**src/rtl/plg_pkg.sv**
```systemverilog
package plg_pkg;
    localparam int DEF_BUS_W  = 16;
    localparam int DEF_PAIR_W = 2;
    localparam int DEF_SYM_W  = 8;

    // per-word receive control shared by every lane
    typedef struct packed {
        logic take;   // word accepted
        logic clear;  // word is position 0: drop old accumulator
        logic emit;   // symbol completes on this word
        logic last;   // packet closes on this word
    } rx_ctl_t;

    // left shift that places a pair at position pos (0 = most significant)
    function automatic int pair_shift(input int sym_w, input int pair_w, input int pos);
        return sym_w - pair_w * (pos + 1);
    endfunction
endpackage

```
**src/rtl/plg_rx_seq.sv**
```systemverilog
module plg_rx_seq
    import plg_pkg::*;
#(
    parameter int WORDS = 4,
    parameter int POS_W = 2
) (
    input  logic             clk,
    input  logic             rst,
    input  logic             valid_i,
    input  logic             start_i,
    input  logic             end_i,
    output logic [POS_W-1:0] pos_o,
    output rx_ctl_t          ctl_o
);
    logic [POS_W-1:0] cnt_q;

    always_comb begin
        pos_o       = start_i ? '0 : cnt_q;
        ctl_o.take  = valid_i;
        ctl_o.clear = (pos_o == '0);
        ctl_o.last  = valid_i & end_i;
        ctl_o.emit  = valid_i & (end_i | (pos_o == POS_W'(WORDS - 1)));
    end

    always_ff @(posedge clk) begin
        if (rst)
            cnt_q <= '0;
        else if (valid_i)
            cnt_q <= ctl_o.emit ? '0 : pos_o + 1'b1;
    end
endmodule

```
**src/rtl/plg_lane_pack.sv**
```systemverilog
module plg_lane_pack
    import plg_pkg::*;
#(
    parameter int PAIR_W = 2,
    parameter int SYM_W  = 8,
    parameter int POS_W  = 2
) (
    input  logic              clk,
    input  logic              rst,
    input  logic [PAIR_W-1:0] pair_i,
    input  logic [POS_W-1:0]  pos_i,
    input  rx_ctl_t           ctl_i,
    output logic [SYM_W-1:0]  sym_o
);
    logic [SYM_W-1:0] acc_q, base, merged;

    always_comb begin
        base   = ctl_i.clear ? '0 : acc_q;
        merged = base | (SYM_W'(pair_i) << pair_shift(SYM_W, PAIR_W, int'(pos_i)));
    end

    always_ff @(posedge clk) begin
        if (rst) begin
            acc_q <= '0;
            sym_o <= '0;
        end else if (ctl_i.take) begin
            acc_q <= ctl_i.emit ? '0 : merged;
            if (ctl_i.emit)
                sym_o <= merged;
        end
    end
endmodule

```
**src/rtl/plg_tx_seq.sv**
```systemverilog
module plg_tx_seq #(
    parameter int WORDS = 4,
    parameter int POS_W = 2
) (
    input  logic             clk,
    input  logic             rst,
    input  logic             offer_i,
    input  logic             last_i,
    input  logic [POS_W-1:0] fill_i,
    output logic             load_o,
    output logic             shift_o,
    output logic             busy_o,
    output logic             start_o,
    output logic             end_o
);
    logic             busy_q, last_q, first_q;
    logic [POS_W-1:0] left_q;
    logic             final_word;

    always_comb begin
        final_word = busy_q & (left_q == '0);
        load_o     = offer_i & (~busy_q | final_word);
        shift_o    = busy_q & ~load_o;
        busy_o     = busy_q;
        start_o    = busy_q & first_q;
        end_o      = final_word & last_q;
    end

    always_ff @(posedge clk) begin
        if (rst) begin
            busy_q  <= 1'b0;
            last_q  <= 1'b0;
            first_q <= 1'b1;
            left_q  <= '0;
        end else begin
            if (busy_q)
                first_q <= end_o;
            if (load_o) begin
                busy_q <= 1'b1;
                last_q <= last_i;
                left_q <= last_i ? fill_i : POS_W'(WORDS - 1);
            end else if (busy_q) begin
                if (left_q == '0)
                    busy_q <= 1'b0;
                else
                    left_q <= left_q - 1'b1;
            end
        end
    end
endmodule

```
**src/rtl/plg_lane_unpack.sv**
```systemverilog
module plg_lane_unpack #(
    parameter int PAIR_W = 2,
    parameter int SYM_W  = 8
) (
    input  logic              clk,
    input  logic              rst,
    input  logic              load_i,
    input  logic              shift_i,
    input  logic              en_i,
    input  logic [SYM_W-1:0]  sym_i,
    output logic [PAIR_W-1:0] pair_o
);
    logic [SYM_W-1:0] sh_q;

    assign pair_o = sh_q[SYM_W-1 -: PAIR_W] & {PAIR_W{en_i}};

    always_ff @(posedge clk) begin
        if (rst)
            sh_q <= '0;
        else if (load_i)
            sh_q <= sym_i;
        else if (shift_i)
            sh_q <= sh_q << PAIR_W;
    end
endmodule

```
**src/rtl/pair_lane_gearbox.sv**
```systemverilog
module pair_lane_gearbox
    import plg_pkg::*;
#(
    parameter int  BUS_W  = DEF_BUS_W,
    parameter int  PAIR_W = DEF_PAIR_W,
    parameter int  SYM_W  = DEF_SYM_W,
    localparam int LANES  = BUS_W / PAIR_W,
    localparam int WORDS  = SYM_W / PAIR_W,
    localparam int POS_W  = $clog2(WORDS),
    localparam int SYMS_W = LANES * SYM_W
) (
    input  logic              clk,
    input  logic              rst,
    input  logic [BUS_W-1:0]  rx_word,
    input  logic              rx_valid,
    input  logic              rx_start,
    input  logic              rx_end,
    output logic [SYMS_W-1:0] rx_sym,
    output logic              rx_sym_valid,
    output logic              rx_sym_last,
    output logic [POS_W-1:0]  rx_sym_fill,
    input  logic [SYMS_W-1:0] tx_sym,
    input  logic              tx_sym_valid,
    input  logic              tx_sym_last,
    input  logic [POS_W-1:0]  tx_sym_fill,
    output logic [BUS_W-1:0]  tx_word,
    output logic              tx_word_valid,
    output logic              tx_word_start,
    output logic              tx_word_end
);
    logic [POS_W-1:0] rx_pos;
    rx_ctl_t          rx_ctl;
    logic             tx_load, tx_shift, tx_busy;

    plg_rx_seq #(.WORDS(WORDS), .POS_W(POS_W)) u_rx_seq (
        .clk(clk), .rst(rst), .valid_i(rx_valid), .start_i(rx_start),
        .end_i(rx_end), .pos_o(rx_pos), .ctl_o(rx_ctl)
    );

    always_ff @(posedge clk) begin
        if (rst) begin
            rx_sym_valid <= 1'b0;
            rx_sym_last  <= 1'b0;
            rx_sym_fill  <= '0;
        end else begin
            rx_sym_valid <= rx_ctl.emit;
            rx_sym_last  <= rx_ctl.last;
            if (rx_ctl.emit)
                rx_sym_fill <= rx_pos;
        end
    end

    plg_tx_seq #(.WORDS(WORDS), .POS_W(POS_W)) u_tx_seq (
        .clk(clk), .rst(rst), .offer_i(tx_sym_valid), .last_i(tx_sym_last),
        .fill_i(tx_sym_fill), .load_o(tx_load), .shift_o(tx_shift),
        .busy_o(tx_busy), .start_o(tx_word_start), .end_o(tx_word_end)
    );

    assign tx_word_valid = tx_busy;

    for (genvar k = 0; k < LANES; k++) begin : g_lane
        plg_lane_pack #(.PAIR_W(PAIR_W), .SYM_W(SYM_W), .POS_W(POS_W)) u_pack (
            .clk(clk), .rst(rst),
            .pair_i(rx_word[k*PAIR_W +: PAIR_W]),
            .pos_i(rx_pos), .ctl_i(rx_ctl),
            .sym_o(rx_sym[k*SYM_W +: SYM_W])
        );
        plg_lane_unpack #(.PAIR_W(PAIR_W), .SYM_W(SYM_W)) u_unpack (
            .clk(clk), .rst(rst),
            .load_i(tx_load), .shift_i(tx_shift), .en_i(tx_busy),
            .sym_i(tx_sym[k*SYM_W +: SYM_W]),
            .pair_o(tx_word[k*PAIR_W +: PAIR_W])
        );
    end
endmodule

```
**config.mk**
```make
export PLATFORM = sky130hd
export DESIGN_NAME = pair_lane_gearbox
export DESIGN_NICKNAME = d
export VERILOG_FILES = /design/src/rtl/plg_pkg.sv /design/src/rtl/plg_rx_seq.sv /design/src/rtl/plg_lane_pack.sv /design/src/rtl/plg_tx_seq.sv /design/src/rtl/plg_lane_unpack.sv /design/src/rtl/pair_lane_gearbox.sv
export SDC_FILE = /design/constraint.sdc
export NUM_CORES = 1
export LEC_CHECK = 0
export ABC_AREA = 1
export CORE_ASPECT_RATIO = 1.2
export CORE_MARGIN = 3
export CORE_UTILIZATION = 50
export CTS_CLUSTER_DIAMETER = 60
export CTS_CLUSTER_SIZE = 28
export DETAILED_ROUTE_END_ITERATION = 6
export DONT_BUFFER_PORTS = 1
export PLACE_DENSITY = 0.68
export SETUP_SLACK_MARGIN = 0.3
export SKIP_CTS_REPAIR_TIMING = 1
export SLEW_MARGIN = 20
export SYNTH_ARGS = -nofsm -noshare
export SYNTH_HDL_FRONTEND = slang
export SYNTH_SLANG_ARGS = --single-unit
```
**constraint.sdc**
```tcl
create_clock -name clk -period 2 [get_ports clk]
set_clock_uncertainty 0.1 [all_clocks]
set_input_delay 0 -clock clk [delete_from_list [all_inputs] [get_ports clk]]
set_output_delay 0 -clock clk [all_outputs]
set_load 0.02 [all_outputs]
```
==> impl_metrics.tcl, run 1 <==
set metrics [dict create \
    multi_input_area_um2 4140 \
    drive_gt1_frac 0.0633 \
    slew_violations 0 \
    path_clk_slew_ns 0.08 \
    async_flop_share 0 \
    diodes 0 \
    post-route-period-util 0.832 \
    synthCells 1356 \
    ys_ff_latch 203 \
    core_um2 17800 \
    num-fill-cells 1740 \
    synth-seq-area-share 0.442 \
    slew_headroom 0.473 \
    h-tree-depth 1 \
    whs_ns -0.500 \
    antenna_left 0 \
    fin_crit_ns 1.66 \
    critPathRequiredTime_ns 2.31 \
    synth_area_leader_cell "dfxtp_1" \
    grtUsageTotal 0.224 \
    fin_nets 1429 \
    cts_tree "built" \
    peakVddDrop_uv 787 \
    regArea_um2 4070 \
    status "finished, violations left" \
    cts.sinks 203 \
    grt_max_degree 137 \
    dp_slack_ns 0.254 \
    num_vias 8327 \
    boundaryPins 176 \
    synth_top_flop_cell "dfxtp_1" \
    path_class "register to register" \
    hold_class "input pin to register" \
    hpwl_mm 14.6 \
    setup_tns_ns 0 \
    hold_violations 145 \
    cts_root_buf "clkbuf_16" \
    io_buffer_count 0 \
    setup_ws_ns 0.336 \
    routed_wl_mm 24.6 \
    power.density_nw_per_um2 843 \
    yosys_warnings 0 \
    drt_iter0_markers 767 \
    drc 0 \
    synth_edf_count 0 \
    synth_top_area_frac 0.442 \
    numCtsBuffers 15 \
    post_drt_wl_per_cell_um 15.8 \
    ys_types 20 \
    final-setup-viol-count 0 \
    die_h_um 155 \
    start_util 0.517 \
    die_w_um 130 \
    cp_max_fo 9 \
    synth.top_cells.by_count "nand2_1 (462), dfxtp_1 (203), inv_1 (143), nor2_1 (105), a21oi_1 (86)" \
    grt_pass1_wl_mm 37.4 \
    cts_max_path_buffers 3 \
    worst_setup_path_start_kind "register" \
    gp_congestion 0.783 \
    power.total_mw 8.68 \
    dieArea_um2 20100 \
    critPathCaptureType "register" \
    rsz0062_at_grt "yes" \
    viasPerCell 5.33 \
    leakage_nw 5.16 \
    syn_area_per_cell_um2 6.78 \
    syn-num-nets 1448 \
    critPathArrivalTime_ns 1.97 \
    drtPass1Iterations 5 \
    syn-cell-area_um2 9190 \
    clk_latency_ns 0.47 \
    antenna_found_initial 0 \
    synth_area_leaders "dfxtp_1 (44%), nand2_1 (19%), inv_1 (5.8%), a21oi_1 (4.7%), nand3_1 (4.5%)" \
    grt_pass1_vias 7318 \
    area_growth_pct 12.0 \
    drv_cap 0 \
    violations "hold timing" \
    tightest_slew_ns 0.788 \
    timing.fmax_ghz 0.601 \
    grt.overflow.total 0 \
    row_count 53 \
    yosys.cell_count.top_type "nand2_1" \
]
## cells by family after synthesis
family          after synthesis  share of synthesized area
fa+ha+maj                     3                    0.00408
flops                       203                      0.442
compound gates              202                      0.127
buf+inv                     245                      0.113
simple gates                703                      0.313
## where the power goes
group | leakage [nW] | total (mW) | switching (mW) | internal [mW]
logic | 3.26 | 1.08 | 0.666 | 0.413
registers | 1.67 | 4.49 | 0.230 | 4.26
clock network | 0.233 | 3.11 | 1.53 | 1.58
## final timing paths
check                                   from                         end  slack (ns)  depth (start not counted)
hold reg to reg   g_lane[1].u_unpack.sh_q[0]  g_lane[1].u_unpack.sh_q[0]        0.36                          2
setup / recovery           u_rx_seq.cnt_q[0]   g_lane[4].u_pack.acc_q[1]        0.34                         10
hold / removal                           rst  g_lane[4].u_unpack.sh_q[0]       -0.50                          1
setup reg to reg           u_rx_seq.cnt_q[0]   g_lane[4].u_pack.acc_q[1]        0.34                         10
## cell type report
cell class | instances | share of cell area
well taps | 220 | 0.0267
multi-input cells | 908 | 0.402
inverters | 146 | 0.0542
repair buffers | 63 | 0.0760
clock inverters | 7 | 0.00802
flip-flops and latches | 203 | 0.395
clock buffers | 16 | 0.0378
## registers in the layout, indices dropped and copies added, names as in the netlist
register / cells
g_lane.u_pack.acc_q: 64
g_lane.u_pack.sym_o: 64
g_lane.u_unpack.sh_q: 64
rx_sym_fill: 2
u_rx_seq.cnt_q: 2
u_tx_seq.left_q: 2
rx_sym_last: 1
rx_sym_valid: 1
u_tx_seq.busy_o: 1
u_tx_seq.first_q: 1
u_tx_seq.last_q: 1
## layout by cell type, fill, tap and decap left out, drive strengths merged, types with 21 or more instances in the layout
master / n
dfxtp: 203
o21ai: 52
nand2: 465
a21oi: 86
nand4: 49
clkbuf: 21
inv: 149
o21bai: 48
buf: 33
nand3: 82
dlygate4sd3: 25
nor2: 107
## metrics by stage
stage / cell area, um^2 / std cells / utilization
after floorplan: 9250 / 1356 / -
after global placement: 9270 / 1501 / 0.522
after detailed placement: 9270 / 1501 / 0.522
after CTS: 9740 / 1524 / 0.548
after global routing: 10300 / 1563 / 0.579
final: 10300 / 1563 / 0.579
## routing by layer
| metal | track usage | vias up | share of wire | wire length, um |
|---|---|---|---|---|
| met1 | 0.290 | 3817 | 0.43 | 10700 |
| met5 | 0 | - | 0 | 0 |
| li1 | - | 4221 | - | - |
| met2 | 0.375 | 261 | 0.47 | 11600 |
| met4 | 0.0525 | 0 | 0.014 | 336 |
| met3 | 0.0549 | 28 | 0.080 | 1970 |
## worst max-delay path: stages (launching register included)
cell	delay [ns]
dfxtp_2	0.35
nand2_4	0.08
inv_1	0.05
ha_1	0.20
nand2_2	0.09
nand2_4	0.08
nor2_4	0.15
buf_12	0.16
clkbuf_16	0.17
nand2_1	0.06
a21oi_1	0.12
Power figures use the tool's default switching activity.
==> run 2, diff against run 1 <==
--- a/config.mk
+++ b/config.mk
@@ -5,7 +5,7 @@
 export SDC_FILE = /design/constraint.sdc
 export NUM_CORES = 1
 export LEC_CHECK = 0
-export ABC_AREA = 1
+export ABC_AREA = 0
 export CORE_ASPECT_RATIO = 1.2
 export CORE_MARGIN = 3
 export CORE_UTILIZATION = 50
==> constraint.sdc (replaced) <==
create_clock -name clk -period 1.3 [get_ports clk]
set_clock_uncertainty 0.1 [all_clocks]
set_input_delay 0 -clock clk [delete_from_list [all_inputs] [get_ports clk]]
set_output_delay 0 -clock clk [all_outputs]
set_load 0.02 [all_outputs]
==> impl_metrics.tcl, run 2 <==
set metrics [dict create \
    crit_path_start "u_rx_seq.cnt_q[1]" \
    path_buf_inv 4 \
    cts_tree "built" \
    numCtsBuffers 14 \
    grt_pass1_vias 6964 \
    cts_max_path_buffers 3 \
    whs_endpoint "g_lane[3].u_unpack.sh_q[7]" \
    syn_area_per_cell_um2 9.00 \
    placed_cells 1112 \
    drc 0 \
    area_growth_pct 49.6 \
    grtUsageTotal 0.236 \
    yosys_warnings 0 \
    cts.sinks 203 \
    grt_max_degree 144 \
    core_um2 15800 \
    status "finished, violations left" \
    reg.largest.list "g_lane.u_pack.acc_q: 64 flops, g_lane.u_pack.sym_o: 64 flops, g_lane.u_unpack.sh_q: 64 flops" \
    antenna_left 0 \
    cp_max_fo 6 \
    diodes 0 \
    syn-num-nets 995 \
    min-delay-start "rst" \
    die_w_um 122 \
    synth.top_cells.by_count "dfxtp_1 (203), nor2_1 (129), nor3_1 (85), a211oi_1 (74), clkbuf_1 (62)" \
    highest-signal-layer "met4" \
    leakage_nw 4.46 \
    synth_area_leader_cell "dfxtp_1" \
    num_vias 8195 \
    path_class "register to register" \
    critPathRequiredTime_ns 1.57 \
    r2r_end "g_lane[3].u_pack.sym_o[7]" \
    syn-cell-area_um2 8130 \
    viasPerCell 6.63 \
    grt.overflow.total 0 \
    regArea_um2 4180 \
    ys_ff_latch 203 \
    io_buffer_count 0 \
    clk_latency_ns 0.48 \
    multi_input_area_um2 4700 \
    synth_area_leaders "dfxtp_1 (50%), a211oi_1 (6.8%), nor2_1 (6.0%), nor3_1 (5.2%), a221oi_1 (4.0%)" \
    fin_nets 1112 \
    gp_congestion 0.821 \
    drt_iter0_markers 744 \
    path_cells "nor2b_4 -> buf_6 -> ha_4 -> buf_4 -> o21a_4 -> buf_12 -> clkbuf_16 -> nor2_4 -> nor3_1" \
    worst_setup_path_start_kind "register" \
    fin_crit_ns 1.99 \
    layout.cells.most_common_list "dfxtp_1 (131), nor2_1 (96), buf_6 (66)" \
    hold_violations 189 \
    die_h_um 146 \
    row_count 50 \
    wl_met1_mm 11.2 \
    drive_gt1_frac 0.464 \
    cp_top_family "buffers and inverters" \
    final_common_cell "dfxtp_1" \
    dr_wl_met3_mm 2.66 \
    post_drt_wl_per_cell_um 25.1 \
    tightest_slew_ns 0.682 \
    post-route-period-util 1.53 \
    timing.fmax_ghz 0.501 \
    peakVddDrop_uv 1100 \
    final-setup-viol-count 218 \
    rrSetupSlack_ns -0.69 \
    slew_violations 0 \
    h-tree-depth 1 \
    critPathCaptureType "register" \
    routed_wl_mm 31.0 \
    fin_cells 1236 \
    r2r_start "u_rx_seq.cnt_q[1]" \
    worstRegToRegCells 9 \
    dieArea_um2 17800 \
    whs_ns -0.504 \
    num-fill-cells 919 \
    async_flop_share 0 \
    antenna_found_initial 0 \
    cp_slowest_stage_delay_ns 0.35 \
    drtPass1Iterations 6 \
    slew_headroom 0.544 \
    synth_edf_count 0 \
    synth-seq-area-share 0.500 \
    wl_met2_mm 15.7 \
    grt_pass1_wl_mm 35.1 \
    ys_types 42 \
    power.density_nw_per_um2 1180 \
    synthCells 903 \
    crit_path_top_delay_cell "dfxtp_2" \
    start_util 0.515 \
    whs_path_depth 1 \
    drv_cap 0 \
    setup_ws_ns -0.694 \
    synth_top_area_frac 0.500 \
    cts_root_buf "clkbuf_16" \
    violations "hold timing, setup timing" \
    boundaryPins 176 \
    rsz0062_at_grt "yes" \
    critPathArrivalTime_ns 2.26 \
    synth_top_flop_cell "dfxtp_1" \
    path_clk_slew_ns 0.10 \
    yosys.cell_count.top_type "dfxtp_1" \
    hold_class "input pin to register" \
    hpwl_mm 14.6 \
]
-- run 2: cell types whose count changed after synthesis, sizes merged, moves of 37 or more --
cell / delta
nand2: -427
inv: -135
nor3: +85
nand3: -79
a21oi: -76
a211oi: +74
nand4: -49
nor4: +48
o21bai: -47
a221oi: +37
-- run 2: routing by layer --
layer / up-vias / track usage
met2: 507 / 0.390
met4: 0 / 0.0840
met5: - / 0
met3: 111 / 0.0579
met1: 3976 / 0.298
li1: 3601 / -
-- run 2: area by class of cell --
cell class / instances / area share
clock buffers: 17 / 0.0323
flip-flops and latches: 203 / 0.344
multi-input cells: 595 / 0.387
clock inverters: 7 / 0.00751
inverters: 11 / 0.00340
repair buffers: 195 / 0.205
well taps: 208 / 0.0214
-- run 2: per-stage QoR --
stage                     setup slack [ns]  TNS (ns)  instance area, um^2   util  power (mW)
final                               -0.694    -85.56                12200  0.771        14.3
after global placement              -0.428    -48.18                 8850  0.561        8.42
after CTS                           -0.527    -75.94                 9330  0.592        13.1
after floorplan                     -0.597    -69.36                 8180      -        8.05
after detailed placement            -0.497    -63.15                 8850  0.561        8.48
after global routing                -0.710    -97.27                12200  0.771        14.8
-- run 2: report_power, final --
| part | leakage, nW | switching (mW) | internal (mW) | total (mW) |
|---|---|---|---|---|
| clock | 0.234 | 2.34 | 2.44 | 4.79 |
| sequential | 1.70 | 0.295 | 6.57 | 6.86 |
| combinational | 2.53 | 1.35 | 1.31 | 2.66 |
| total | 4.46 | 3.99 | 10.3 | 14.3 |
-- run 2: worst max-delay path by stage --
stage	to	slack (ns)	cells past startpoint
floorplan	g_lane[0].u_pack.acc_q[7]	-0.60	8
global placement	g_lane[1].u_pack.acc_q[7]	-0.43	7
global route	g_lane[3].u_pack.sym_o[7]	-0.71	9
detailed placement	g_lane[1].u_pack.acc_q[2]	-0.50	7
CTS	g_lane[1].u_pack.acc_q[2]	-0.53	7
finish	g_lane[3].u_pack.sym_o[7]	-0.69	9
-- run 2: kinds of logic after synthesis --
| logic type | after synthesis | share of synthesized area |
|---|---|---|
| AOI/OAI and AO/OA | 237 | 0.225 |
| DFF | 203 | 0.500 |
| buffers and inverters | 107 | 0.0591 |
| and+or+nand+nor | 353 | 0.212 |
| adders and majority gates | 3 | 0.00462 |
-- run 2: worst reg2reg max path, cell delays in order, from the launching register on --
cell       delay [ns]
dfxtp_2          0.35
nor2b_4          0.20
buf_6            0.12
ha_4             0.17
buf_4            0.14
o21a_4           0.21
buf_12           0.14
clkbuf_16        0.16
nor2_4           0.04
nor3_1           0.25
